===== config.mk =====
export PLATFORM = sky130hd
export DESIGN_NAME = mlcWriteVerify
export DESIGN_NICKNAME = d
export VERILOG_FILES = /design/src/rtl/mlcWvPkg.sv /design/src/rtl/mlcWvDatapath.sv /design/src/rtl/mlcWvControl.sv /design/src/rtl/mlcWriteVerify.sv
export SDC_FILE = /design/constraint.sdc
export NUM_CORES = 1
export LEC_CHECK = 0
export BUFFER_PORTS_ARGS = -buffer_cell sky130_fd_sc_hd__buf_2
export CELL_PAD_IN_SITES_DETAIL_PLACEMENT = 1
export CELL_PAD_IN_SITES_GLOBAL_PLACEMENT = 1
export CORE_ASPECT_RATIO = 0.6
export CORE_MARGIN = 2
export CORE_UTILIZATION = 43
export CTS_BUF_LIST = sky130_fd_sc_hd__clkbuf_4
export DETAILED_ROUTE_END_ITERATION = 7
export PLACE_DENSITY_LB_ADDON = 0.1
export RECOVER_POWER = 25
export SYNTH_ARGS = -nofsm -noshare
export SYNTH_HDL_FRONTEND = slang
export SYNTH_SLANG_ARGS = --single-unit

===== constraint.sdc =====
create_clock -name clk -period 5.7 [get_ports clk]
set_input_delay 0.57 -clock clk [delete_from_list [all_inputs] [get_ports clk]]
set_output_delay 0.57 -clock clk [all_outputs]
set_load 0.02 [all_outputs]

===== src/rtl/mlcWvPkg.sv =====
package mlcWvPkg;

  localparam int LEVEL_W = 2;

  typedef enum logic [2:0] {
    ST_IDLE,
    ST_PULSE,
    ST_WAIT_PULSE,
    ST_READ,
    ST_WAIT_READ,
    ST_EVAL,
    ST_FINISH
  } wvState_e;

  // strobes from control to datapath
  typedef struct packed {
    logic load;
    logic incIter;
    logic capRead;
    logic stepCode;
    logic setResult;
    logic resultFail;
  } wvStrobe_t;

  function automatic logic isOuterLevel(input logic [LEVEL_W-1:0] lvl);
    return (lvl == '0) || (lvl == '1);
  endfunction

endpackage


===== src/rtl/mlcWvDatapath.sv =====
module mlcWvDatapath
  import mlcWvPkg::*;
#(
  parameter int CODE_W     = 8,
  parameter int ADC_W      = 8,
  parameter int ITER_W     = 5,
  parameter int GAIN_SHIFT = 1,
  parameter int RESET_CODE = 255,
  parameter int SET_CODE   = 32,
  parameter int GUESS_L1   = 150,
  parameter int GUESS_L2   = 110
) (
  input  logic               clk,
  input  logic               rstN,
  input  wvStrobe_t          stb,
  input  logic [LEVEL_W-1:0] levelIn,
  input  logic [ADC_W-1:0]   readData,
  input  logic [ADC_W-1:0]   cfgTarget1,
  input  logic [ADC_W-1:0]   cfgMargin1,
  input  logic [ADC_W-1:0]   cfgTarget2,
  input  logic [ADC_W-1:0]   cfgMargin2,
  input  logic [ITER_W-1:0]  cfgMaxIter,
  output logic [CODE_W-1:0]  pulseCode,
  output logic [ITER_W-1:0]  iterCount,
  output logic               fail,
  output logic               endLevel,
  output logic               inWindow,
  output logic               iterLimit
);

  localparam int ERR_W   = ADC_W + 1;
  localparam int SUM_W   = ((CODE_W > ERR_W) ? CODE_W : ERR_W) + 2;
  localparam int NUM_MID = 2;
  localparam logic [CODE_W-1:0] CODE_MAX = '1;
  localparam logic signed [SUM_W-1:0] CODE_MAX_S = SUM_W'({1'b0, CODE_MAX});

  logic [LEVEL_W-1:0] levelQ;
  logic [ADC_W-1:0]   readQ;
  logic [CODE_W-1:0]  codeQ;
  logic [CODE_W-1:0]  initCode;
  logic [CODE_W-1:0]  nextCode;
  logic [ITER_W-1:0]  iterQ;
  logic               failQ;

  // per middle level target / window
  logic [ADC_W-1:0]        tgtArr [NUM_MID];
  logic [ADC_W-1:0]        mgArr  [NUM_MID];
  logic signed [ERR_W-1:0] errArr [NUM_MID];
  logic [NUM_MID-1:0]      winVec;

  assign tgtArr[0] = cfgTarget1;
  assign tgtArr[1] = cfgTarget2;
  assign mgArr[0]  = cfgMargin1;
  assign mgArr[1]  = cfgMargin2;

  generate
    for (genvar g = 0; g < NUM_MID; g++) begin : gMid
      logic [ERR_W-1:0] absErr;
      assign errArr[g] = $signed({1'b0, readQ}) - $signed({1'b0, tgtArr[g]});
      assign absErr    = errArr[g][ERR_W-1] ? $unsigned(-errArr[g]) : $unsigned(errArr[g]);
      assign winVec[g] = (absErr <= {1'b0, mgArr[g]});
    end
  endgenerate

  logic                    midSel;
  logic signed [ERR_W-1:0] errSel;
  logic signed [ERR_W-1:0] stepRaw;
  logic signed [ERR_W-1:0] stepEff;
  logic signed [SUM_W-1:0] sumCode;

  assign midSel   = (levelQ == LEVEL_W'(2));
  assign errSel   = errArr[midSel];
  assign inWindow = winVec[midSel];
  assign endLevel = isOuterLevel(levelQ);

  always_comb begin
    stepRaw = errSel >>> GAIN_SHIFT;
    if (stepRaw == '0) begin
      stepEff = errSel[ERR_W-1] ? {ERR_W{1'b1}} : ERR_W'(1);
    end else begin
      stepEff = stepRaw;
    end
    sumCode = $signed({{(SUM_W-CODE_W){1'b0}}, codeQ})
            + $signed({{(SUM_W-ERR_W){stepEff[ERR_W-1]}}, stepEff});
    if (sumCode[SUM_W-1]) begin
      nextCode = '0;
    end else if (sumCode > CODE_MAX_S) begin
      nextCode = CODE_MAX;
    end else begin
      nextCode = sumCode[CODE_W-1:0];
    end
  end

  always_comb begin
    unique case (levelIn)
      2'd0:    initCode = CODE_W'(RESET_CODE);
      2'd1:    initCode = CODE_W'(GUESS_L1);
      2'd2:    initCode = CODE_W'(GUESS_L2);
      default: initCode = CODE_W'(SET_CODE);
    endcase
  end

  assign iterLimit = (cfgMaxIter == '0) ? (iterQ != '0) : (iterQ >= cfgMaxIter);

  always_ff @(posedge clk or negedge rstN) begin
    if (!rstN) begin
      levelQ <= '0;
      readQ  <= '0;
      codeQ  <= '0;
      iterQ  <= '0;
      failQ  <= 1'b0;
    end else begin
      if (stb.load) begin
        levelQ <= levelIn;
        codeQ  <= initCode;
        readQ  <= '0;
        iterQ  <= '0;
        failQ  <= 1'b0;
      end
      if (stb.incIter)   iterQ <= ITER_W'(iterQ + 1'b1);
      if (stb.capRead)   readQ <= readData;
      if (stb.stepCode)  codeQ <= nextCode;
      if (stb.setResult) failQ <= stb.resultFail;
    end
  end

  assign pulseCode = codeQ;
  assign iterCount = iterQ;
  assign fail      = failQ;

  AST_FAIL_AT_LIMIT: assert property (@(posedge clk) disable iff (!rstN)
    $rose(fail) |-> iterLimit && !inWindow);

  AST_MIN_STEP: assert property (@(posedge clk) disable iff (!rstN)
    stb.stepCode && !inWindow |=> (pulseCode != $past(pulseCode)) || (pulseCode == '0) || (pulseCode == CODE_MAX));

  AST_PASS_IN_WINDOW: assert property (@(posedge clk) disable iff (!rstN)
    stb.setResult && !stb.resultFail && !endLevel |-> inWindow);

endmodule


===== src/rtl/mlcWvControl.sv =====
module mlcWvControl
  import mlcWvPkg::*;
(
  input  logic      clk,
  input  logic      rstN,
  input  logic      start,
  input  logic      pulseAck,
  input  logic      readValid,
  input  logic      endLevel,
  input  logic      inWindow,
  input  logic      iterLimit,
  output wvStrobe_t stb,
  output logic      pulseReq,
  output logic      readReq,
  output logic      done
);

  wvState_e state;
  wvState_e nextState;

  always_comb begin
    nextState = state;
    stb       = '0;
    unique case (state)
      ST_IDLE: begin
        if (start) begin
          stb.load  = 1'b1;
          nextState = ST_PULSE;
        end
      end
      ST_PULSE, ST_WAIT_PULSE: begin
        stb.incIter = (state == ST_PULSE);
        if (pulseAck) begin
          if (endLevel) begin
            stb.setResult = 1'b1;
            nextState     = ST_FINISH;
          end else begin
            nextState = ST_READ;
          end
        end else begin
          nextState = ST_WAIT_PULSE;
        end
      end
      ST_READ, ST_WAIT_READ: begin
        if (readValid) begin
          stb.capRead = 1'b1;
          nextState   = ST_EVAL;
        end else begin
          nextState = ST_WAIT_READ;
        end
      end
      ST_EVAL: begin
        if (inWindow) begin
          stb.setResult = 1'b1;
          nextState     = ST_FINISH;
        end else if (iterLimit) begin
          stb.setResult  = 1'b1;
          stb.resultFail = 1'b1;
          nextState      = ST_FINISH;
        end else begin
          stb.stepCode = 1'b1;
          nextState    = ST_PULSE;
        end
      end
      ST_FINISH: nextState = ST_IDLE;
      default:   nextState = ST_IDLE;
    endcase
  end

  always_ff @(posedge clk or negedge rstN) begin
    if (!rstN) state <= ST_IDLE;
    else       state <= nextState;
  end

  assign pulseReq = (state == ST_PULSE) || (state == ST_WAIT_PULSE);
  assign readReq  = (state == ST_READ)  || (state == ST_WAIT_READ);
  assign done     = (state == ST_FINISH);

  AST_PULSE_HOLD: assert property (@(posedge clk) disable iff (!rstN)
    pulseReq && !pulseAck |=> pulseReq);

  AST_READ_HOLD: assert property (@(posedge clk) disable iff (!rstN)
    readReq && !readValid |=> readReq);

  AST_OUTER_NO_READ: assert property (@(posedge clk) disable iff (!rstN)
    readReq |-> !endLevel);

  AST_DONE_SINGLE: assert property (@(posedge clk) disable iff (!rstN)
    done |=> !done);

endmodule


===== src/rtl/mlcWriteVerify.sv =====
module mlcWriteVerify
  import mlcWvPkg::*;
#(
  parameter int CODE_W     = 8,
  parameter int ADC_W      = 8,
  parameter int ITER_W     = 5,
  parameter int GAIN_SHIFT = 1,
  parameter int RESET_CODE = 255,
  parameter int SET_CODE   = 32,
  parameter int GUESS_L1   = 150,
  parameter int GUESS_L2   = 110
) (
  input  logic              clk,
  input  logic              rstN,
  input  logic              start,
  input  logic [1:0]        levelIn,
  input  logic [ADC_W-1:0]  cfgTarget1,
  input  logic [ADC_W-1:0]  cfgMargin1,
  input  logic [ADC_W-1:0]  cfgTarget2,
  input  logic [ADC_W-1:0]  cfgMargin2,
  input  logic [ITER_W-1:0] cfgMaxIter,
  output logic              pulseReq,
  output logic [CODE_W-1:0] pulseCode,
  input  logic              pulseAck,
  output logic              readReq,
  input  logic              readValid,
  input  logic [ADC_W-1:0]  readData,
  output logic              done,
  output logic              fail,
  output logic [ITER_W-1:0] iterCount
);

  wvStrobe_t stb;
  logic      endLevel;
  logic      inWindow;
  logic      iterLimit;

  mlcWvControl i_control (
    .clk       (clk),
    .rstN      (rstN),
    .start     (start),
    .pulseAck  (pulseAck),
    .readValid (readValid),
    .endLevel  (endLevel),
    .inWindow  (inWindow),
    .iterLimit (iterLimit),
    .stb       (stb),
    .pulseReq  (pulseReq),
    .readReq   (readReq),
    .done      (done)
  );

  mlcWvDatapath #(
    .CODE_W     (CODE_W),
    .ADC_W      (ADC_W),
    .ITER_W     (ITER_W),
    .GAIN_SHIFT (GAIN_SHIFT),
    .RESET_CODE (RESET_CODE),
    .SET_CODE   (SET_CODE),
    .GUESS_L1   (GUESS_L1),
    .GUESS_L2   (GUESS_L2)
  ) i_datapath (
    .clk        (clk),
    .rstN       (rstN),
    .stb        (stb),
    .levelIn    (levelIn),
    .readData   (readData),
    .cfgTarget1 (cfgTarget1),
    .cfgMargin1 (cfgMargin1),
    .cfgTarget2 (cfgTarget2),
    .cfgMargin2 (cfgMargin2),
    .cfgMaxIter (cfgMaxIter),
    .pulseCode  (pulseCode),
    .iterCount  (iterCount),
    .fail       (fail),
    .endLevel   (endLevel),
    .inWindow   (inWindow),
    .iterLimit  (iterLimit)
  );

endmodule


==> results_dict.tcl, run 1 <==
set metrics [dict create \
    worst_skew_pair.late_latency_ns 0.37 \
    port_buffers 68 \
    ctsResizeCount 0 \
    yosys.area.top_type "dfrtp_1" \
    min_from "readData[5]" \
    r2r_cells 20 \
    r2r-end "i_datapath.pulseCode[7]" \
    fp.dieW_um 122 \
    drv_slew 28 \
    critical_path.max_stage_delay_ns 0.47 \
    worstSetupEndpointType "flop" \
    yosysMostFrequentCell "ha_1" \
    num_vias 3475 \
    worstPathCellList "inv_1 -> ha_1 -> inv_1 -> fa_1 -> a21o_1 -> a21oi_1 -> xor2_1 -> o21ai_0 -> nor3_1 -> or3b_1 -> o31ai_1 -> ha_1 -> fa_1 -> a211o_1 -> o211ai_1 -> a211oi_1 -> nand3_1 -> a21oi_4 -> nor2_1 -> o22ai_1" \
    status "finished, violations left" \
    yosysUniqueCellTypes 58 \
    min_to "i_datapath.readQ[5]" \
    cp-start-kind "flop" \
    worst-path-buf-inv 2 \
    drive_gt1_share_pct 16.8 \
    cts.root.buffer_cell "clkbuf_4" \
    violations "max-capacitance violations, max-slew violations" \
    fin_skew_ns 0.0110 \
    drt-initial-drc-count 177 \
    place_congestion 0.909 \
    synth_edf_count 0 \
    grt_max_degree 28 \
    fill_cells 1042 \
    h-tree-depth 1 \
    grt_pass1_vias 3493 \
    cts_tree "yes" \
    cts_setup_buffers 0 \
    critPathKind "flop to flop" \
    cts_made_buffers 3 \
    nNetsFinal 617 \
    multi_input_area_um2 2640 \
    wl_per_cell_um 17.0 \
    start_util_pct 44.9 \
    syn_area_um2 3570 \
    grt_use_total_pct 23.8 \
    yosys-top-cells-area "dfrtp_1 (19%), ha_1 (19%), inv_1 (4.8%)" \
    slew_headroom_pct -4.05 \
    clk_pin_slew_worst_paths_ns 0.18 \
    r2r_start "i_datapath.readQ[0]" \
    seq_area_frac_synth_pct 18.9 \
    whs_path_depth 3 \
    cp_top_family "compound AO/OA/AOI/OAI gates" \
    cpMaxStageDelayCell "fa_1" \
    cap_violations 1 \
    syn-num-nets 557 \
    grt_pass1_wl_um 17100 \
    antenna_left 0 \
    min_period_over_period_pct 89.6 \
    yosysWarnings 0 \
    avgSynthCellArea_um2 7.96 \
    worstPathArrival_ns 5.40 \
    n_antenna_cell 0 \
    routed_wirelength_um 10500 \
    antenna_found_initial 0 \
    dr.pass1.iters 4 \
    cp.required_ns 5.99 \
    die-area_um2 9060 \
    hold_path.class "input pin to flop" \
    netlist_instances 448 \
    synth_commonest_cells "ha_1 (54), inv_1 (46), nor2_1 (37)" \
    finalHoldViolCount 0 \
    period_needed_ns 5.11 \
    synthToLayoutAreaGrowth_pct 12.1 \
    ys_seq_elements 27 \
    core_um2 7950 \
    clockBufferDepth 2 \
    setup_viol 0 \
    worst_pin_slew_ns 1.56 \
    drc 0 \
    async_flop_share_pct 100 \
    worstPathMaxFanout 7 \
    vias_per_cell 5.65 \
    hpwl_um 8880 \
    cts-hold-fix-buffers 0 \
    ys.flop_type "dfrtp_1" \
    synth_top_area_share_pct 18.9 \
    cts_sinks 27 \
    tns_ns 0 \
    r2r_setup_slack_ns 0.59 \
    fmax_mhz 196 \
    rsz0062_at_grt "false" \
    die_h_um 74.5 \
    grt.overflow.total 0 \
    pin_count 69 \
    rows 25 \
    seq_area_um2 676 \
]
-- layer usage --
metal	share of wire [%]	GRT usage, %	up-vias
li1	-	-	1720
met1	56	36.4	1680
met2	40	36.4	71
met3	3.7	3.68	4
met4	0.42	3.07	0
met5	0	0	-
-- stage by stage --
step / hold WS (ns) / area [µm²] / instances / worst slack, ns / util, %
floorplan: 0.274 / 3570 / 448 / 1.37 / -
global placement: 0.476 / 3970 / 611 / 0.735 / 49.9
detailed placement: 0.492 / 3970 / 611 / 0.615 / 49.9
CTS: 0.202 / 4000 / 615 / 0.651 / 50.3
global route: 0.385 / 4000 / 615 / 0.152 / 50.3
finish: 0.403 / 4000 / 615 / 0.592 / 50.3
-- final cells by class --
| cell class | instances | area share [%] |
|---|---|---|
| tap | 108 | 3.38 |
| multi-input combinational | 362 | 66.1 |
| sequential | 27 | 16.9 |
| clock inverter | 1 | 0.219 |
| inverter | 46 | 4.32 |
| clock buffer | 3 | 0.563 |
| timing repair buffer | 68 | 8.48 |
-- cell usage in the layout, fill, tap and decap left out, drive strengths merged, types with 6 or more instances in the layout --
master and count:
nand3 26, ha 54, nor2 37, nor2b 8
o21ai 29, inv 47, dfrtp 27, xnor2 18
nand2b 10, a21oi 27, xor2 12, and3 7
a21o 12, o22ai 10, nand2 29, nor3 8
or3 6, a211oi 6, buf 67
-- how the worst max path moves through the flow --
stage / startpoint / endpoint / slack (ns) / cells past startpoint
6_report: i_datapath.readQ[0] / i_datapath.pulseCode[7] / 0.59 / 20
5_1_grt: i_datapath.readQ[0] / i_datapath.pulseCode[3] / 0.15 / 21
4_1_cts: i_datapath.readQ[0] / i_datapath.pulseCode[7] / 0.65 / 20
3_5_place_dp: cfgTarget1[0] / i_datapath.pulseCode[3] / 0.61 / 20
3_3_place_gp: cfgTarget2[0] / i_datapath.pulseCode[2] / 0.73 / 18
2_1_floorplan: cfgTarget2[1] / i_datapath.pulseCode[3] / 1.37 / 18
-- sequential cells by signal (all words and copies together), names as in the netlist --
signal and count:
i_control.state 3, i_datapath.fail 1, i_datapath.iterCount 5, i_datapath.levelQ 2, i_datapath.pulseCode 8, i_datapath.readQ 8
-- worst min-delay path: cells and delay by family --
family                 cells  cell delay (ns)
buffers and inverters      1             0.08
AND/OR/NAND/NOR            2             0.11
-- kinds of logic (layout without fill, tap and decap cells) --
family | count (synthesis) | count (layout) | share of synthesized area, %
buffers and inverters | 59 | 118 | 7.09
adder cells (fa/ha/maj) | 57 | 57 | 20.6
multiplexers | 7 | 7 | 2.07
AND/OR/NAND/NOR | 147 | 147 | 20.7
AO/OA/AOI/OAI | 121 | 121 | 23.2
flip-flops | 27 | 27 | 18.9
XOR/XNOR | 30 | 30 | 7.37
Power of run 1 is not shown: default switching activity piles up to over one toggle a cycle in this logic, so the estimate is an artifact.
==> run 2, diff against run 1 <==
--- a/config.mk
+++ b/config.mk
@@ -6,11 +6,9 @@
 export NUM_CORES = 1
 export LEC_CHECK = 0
 export BUFFER_PORTS_ARGS = -buffer_cell sky130_fd_sc_hd__buf_2
-export CELL_PAD_IN_SITES_DETAIL_PLACEMENT = 1
-export CELL_PAD_IN_SITES_GLOBAL_PLACEMENT = 1
 export CORE_ASPECT_RATIO = 0.6
 export CORE_MARGIN = 2
-export CORE_UTILIZATION = 43
+export CORE_UTILIZATION = 58
 export CTS_BUF_LIST = sky130_fd_sc_hd__clkbuf_4
 export DETAILED_ROUTE_END_ITERATION = 7
 export PLACE_DENSITY_LB_ADDON = 0.1
==> run 2 against run 1 <==
Against the previous run: the run now ends clean; final area shrank 0.75%; sequential share of layout area rose by 0.13 points; global-route usage is 3.0 points higher.
==> results_dict.tcl, run 2 (synthesized netlist as in run 1, its figures left out) <==
set metrics [dict create \
    synthToLayoutAreaGrowth_pct 11.3 \
    fmax_mhz 198 \
    clk_pin_slew_worst_paths_ns 0.17 \
    hold_path.class "input pin to flop" \
    hpwl_um 7460 \
    ctsResizeCount 0 \
    worstPathCellList "inv_1 -> ha_1 -> inv_1 -> fa_1 -> a21o_1 -> a21oi_1 -> xor2_1 -> o21ai_0 -> nor3_1 -> or3b_1 -> o31ai_1 -> ha_1 -> a211oi_1 -> o211ai_1 -> nand2b_1 -> nand2b_1 -> or3_4 -> a21oi_4 -> nor2_1 -> o22ai_1" \
    fin_skew_ns 0.00677 \
    drv_slew 0 \
    worst_skew_pair.late_latency_ns 0.34 \
    dr.pass1.iters 5 \
    cap_violations 0 \
    drive_gt1_share_pct 16.8 \
    worstPathMaxFanout 7 \
    port_buffers 68 \
    rows 22 \
    die-area_um2 6810 \
    worstPathArrival_ns 5.33 \
    critical_path.max_stage_delay_ns 0.47 \
    rsz0062_at_grt "false" \
    use_met3_pct 5.13 \
    layout_common_cells "buf_2 (67), ha_1 (54), inv_1 (46)" \
    cp.required_ns 5.97 \
    cp_top_family "compound AO/OA/AOI/OAI gates" \
    grt_use_total_pct 26.9 \
    critPathKind "flop to flop" \
    die_h_um 64.7 \
    grt.overflow.total 0 \
    finalHoldViolCount 0 \
    routed_wirelength_um 8800 \
    clockBufferDepth 2 \
    place_congestion 0.860 \
    grt_pass1_wl_um 15000 \
    holdWs_ns 0.444 \
    wl_per_cell_um 14.9 \
    grtUsageMet1_pct 42.7 \
    grt_pass1_vias 3149 \
    final_common_cell "buf_2" \
    fp.dieW_um 105 \
    n_antenna_cell 0 \
    setup_viol 0 \
    cts_tree "yes" \
    slew_headroom_pct 3.69 \
    cts.root.buffer_cell "clkbuf_4" \
    nNetsFinal 617 \
    antenna_found_initial 0 \
    min_period_over_period_pct 88.7 \
    worstSetupEndpointType "flop" \
    start_util_pct 59.2 \
    h-tree-depth 1 \
    cts_made_buffers 3 \
    cts_sinks 27 \
    drt-initial-drc-count 219 \
    grt_max_degree 28 \
    num_vias 3419 \
    period_needed_ns 5.06 \
    drc 0 \
    antenna_left 0 \
    pin_count 69 \
    worst-path-buf-inv 2 \
    fill_cells 541 \
    vias_per_cell 5.79 \
    cp-start-kind "flop" \
    cts_setup_buffers 0 \
    core_um2 6030 \
    top_usage_layer "met1" \
    tns_ns 0 \
    met2_usage_pct 38.2 \
    status "completed" \
    cts-hold-fix-buffers 0 \
    cpMaxStageDelayCell "fa_1" \
    worst_pin_slew_ns 1.44 \
]
run 2: cell counts in the layout (fill, tap and decap cells not counted):
No cell type changed its count.
run 2: worst paths after layout:
path                                           start                      end  cells past startpoint  slack [ns]
worst max-delay path             i_datapath.readQ[0]  i_datapath.pulseCode[3]                     20        0.64
worst min-delay path                     readData[0]      i_datapath.readQ[0]                      3        0.44
worst max register to register   i_datapath.readQ[0]  i_datapath.pulseCode[3]                     20        0.64
worst min register to register  i_datapath.levelQ[1]     i_datapath.levelQ[1]                      2        0.52
max in group asynchronous                       rstN     i_datapath.levelQ[1]                      1        4.33
min in group asynchronous                       rstN  i_datapath.pulseCode[1]                      1        0.53
run 2: area by class of cell:
class	instances	area, µm²	area share, %
multi-input combinational	362	2640	66.6
sequential	27	676	17.0
timing repair buffer	68	339	8.55
inverter	46	173	4.35
tap	84	105	2.65
clock buffer	3	22.5	0.568
clock inverter	1	8.76	0.221
run 2: per-stage QoR:
step / util [%] / setup WS (ns) / instance area [µm²] / std cells
2_1_floorplan: - / 1.37 / 3570 / 448
5_1_grt: 65.8 / 0.247 / 3970 / 591
6_report: 65.8 / 0.643 / 3970 / 591
3_3_place_gp: 65.3 / 0.788 / 3940 / 587
4_1_cts: 65.8 / 0.737 / 3970 / 591
3_5_place_dp: 65.3 / 0.677 / 3940 / 587
run 2: metal layers:
layer | up-vias | wire length, µm
met5 | - | 0
met4 | 0 | 28
met3 | 4 | 531
met2 | 102 | 3470
met1 | 1587 | 4780
li1 | 1726 | -
run 2: worst register-to-register path, cell delays in order (launching register included):
cell and delay (ns):
dfrtp_1 0.42, inv_1 0.13, ha_1 0.16, inv_1 0.05
fa_1 0.47, a21o_1 0.23, a21oi_1 0.30, xor2_1 0.30
o21ai_0 0.19, nor3_1 0.20, or3b_1 0.37, o31ai_1 0.28
ha_1 0.30, a211oi_1 0.14, o211ai_1 0.22, nand2b_1 0.13
nand2b_1 0.23, or3_4 0.41, a21oi_4 0.24, nor2_1 0.08
o22ai_1 0.15
Power of run 2 is left out for the same reason.
==> run 3, diff against run 2 <==
--- a/config.mk
+++ b/config.mk
@@ -8,7 +8,7 @@
 export BUFFER_PORTS_ARGS = -buffer_cell sky130_fd_sc_hd__buf_2
 export CORE_ASPECT_RATIO = 0.6
 export CORE_MARGIN = 2
-export CORE_UTILIZATION = 58
+export CORE_UTILIZATION = 30
 export CTS_BUF_LIST = sky130_fd_sc_hd__clkbuf_4
 export DETAILED_ROUTE_END_ITERATION = 7
 export PLACE_DENSITY_LB_ADDON = 0.1
==> run 3 against run 2 <==
Against the previous run: the flow now finishes with violations (max-capacitance violations, max-slew violations); final area rose by 2.4%; cell count up 13%; clock-buffer cell count unchanged; highest routed layer unchanged; hold slack got worse by 0.030 ns; clock skew grew 0.0075 ns; wire length rose by 16%; die area rose by 88%; critical path depth unchanged; global-route usage fell by 11 points.
==> results_dict.tcl, run 3 (synthesized netlist as in run 1, its figures left out) <==
set metrics [dict create \
    status "finished, violations left" \
    violations "max-capacitance violations, max-slew violations" \
    worstPathMaxFanout 7 \
    worstPathCellList "inv_1 -> ha_1 -> inv_1 -> fa_1 -> a21o_1 -> a21oi_1 -> xor2_1 -> o21ai_0 -> nor3_1 -> or3b_1 -> o31ai_1 -> ha_1 -> fa_1 -> a211o_1 -> o211ai_1 -> a211oi_1 -> nand3_1 -> a21oi_4 -> nor2_1 -> o22ai_1" \
    post-place-ws_ns 0.659 \
    fp.dieW_um 145 \
    worst-path-buf-inv 2 \
    drv_slew 28 \
    cap_violations 1 \
    grt_max_degree 28 \
    nNetsFinal 618 \
    cp_top_family "compound AO/OA/AOI/OAI gates" \
    cp-start-kind "flop" \
    tns_ns 0 \
    n_antenna_cell 0 \
    cts_made_buffers 3 \
    worst_pin_slew_ns 1.54 \
    cts_setup_buffers 0 \
    clk_pin_slew_worst_paths_ns 0.17 \
    dr.pass1.iters 5 \
    drc 0 \
    start_util_pct 31.1 \
    hold_path.class "input pin to flop" \
    grt.overflow.total 0 \
    wl_per_cell_um 15.3 \
    rsz0062_at_grt "false" \
    grt_pass1_vias 3071 \
    final_common_cell "buf_2" \
    cp.required_ns 5.99 \
    grt_pass1_wl_um 16200 \
    min_period_over_period_pct 87.8 \
    worstSetupEndpointType "flop" \
    clockBufferDepth 2 \
    fin_ws_ns 0.696 \
    cts-hold-fix-buffers 0 \
    vias_per_cell 5.04 \
    hpwl_um 8690 \
    ctsResizeCount 0 \
    antenna_found_initial 0 \
    fin_skew_ns 0.0142 \
    rows 30 \
    place_congestion 0.827 \
    die-area_um2 12800 \
    worst_skew_pair.late_latency_ns 0.37 \
    critical_path.max_stage_delay_ns 0.45 \
    layout_common_cells "buf_2 (67), ha_1 (54), inv_1 (46)" \
    fmax_mhz 200 \
    cts.root.buffer_cell "clkbuf_4" \
    grt_use_total_pct 16.1 \
    routed_wirelength_um 10200 \
    die_h_um 88.5 \
    cts_tree "yes" \
    finalHoldViolCount 0 \
    seq_area_um2 676 \
    cts_sinks 27 \
    setup_viol 0 \
    pin_count 69 \
    synthToLayoutAreaGrowth_pct 14.0 \
    antenna_left 0 \
    num_vias 3364 \
    critPathKind "flop to flop" \
    fill_cells 1217 \
    worstPathArrival_ns 5.29 \
    h-tree-depth 1 \
    port_buffers 68 \
    core_um2 11400 \
    drive_gt1_share_pct 16.7 \
    drt-initial-drc-count 190 \
    cpMaxStageDelayCell "fa_1" \
    multi_input_area_um2 2640 \
    slew_headroom_pct -2.50 \
    period_needed_ns 5.00 \
]
## run 3: changes by cell type in the layout (fill, tap and decap cells not counted), sizes merged
cell and change:
buf +1
## run 3: worst reg2reg max path, cell delays in order, from the launching register on
cell and delay, ns:
dfrtp_1 0.42, inv_1 0.14, ha_1 0.18, inv_1 0.05, fa_1 0.45, a21o_1 0.22, a21oi_1 0.25, xor2_1 0.35
o21ai_0 0.22, nor3_1 0.17, or3b_1 0.36, o31ai_1 0.22, ha_1 0.26, fa_1 0.25, a211o_1 0.14, o211ai_1 0.13
a211oi_1 0.42, nand3_1 0.20, a21oi_4 0.27, nor2_1 0.08, o22ai_1 0.15
## run 3: final timing paths
path	slack (ns)	end	depth (start not counted)	startpoint
max in group asynchronous	4.27	i_datapath.pulseCode[5]	1	rstN
min	0.41	i_datapath.readQ[5]	3	readData[5]
max reg2reg	0.70	i_datapath.pulseCode[3]	20	i_datapath.readQ[0]
max	0.70	i_datapath.pulseCode[3]	20	i_datapath.readQ[0]
min in group asynchronous	0.55	i_datapath.fail	1	rstN
min reg2reg	0.50	i_datapath.levelQ[1]	2	i_datapath.levelQ[1]
## run 3: area by class of cell
class                   instances  share of cell area, %
well taps                     160                   4.93
clock buffers                   3                  0.554
multi-input cells             362                   64.9
repair buffers                 69                   8.53
inverters                      46                   4.25
flip-flops and latches         27                   16.6
clock inverters                 1                  0.216
## run 3: per-stage QoR
stage / hold WS [ns] / instance area, µm² / utilization (%) / cells
6_report: 0.414 / 4060 / 35.5 / 668
2_1_floorplan: 0.274 / 3570 / - / 448
3_5_place_dp: 0.472 / 4030 / 35.2 / 664
4_1_cts: 0.216 / 4070 / 35.5 / 668
5_1_grt: 0.395 / 4060 / 35.5 / 668
3_3_place_gp: 0.464 / 4030 / 35.2 / 664
## run 3: routing by layer
layer  share of wire (%)  track usage, %  wire [µm]
met1                  61            28.1       6210
met2                  35            20.9       3620
met3                 3.8            2.11        391
met4                0.24            1.06         25
met5                   0               0          0
Power of run 3 is left out for the same reason.
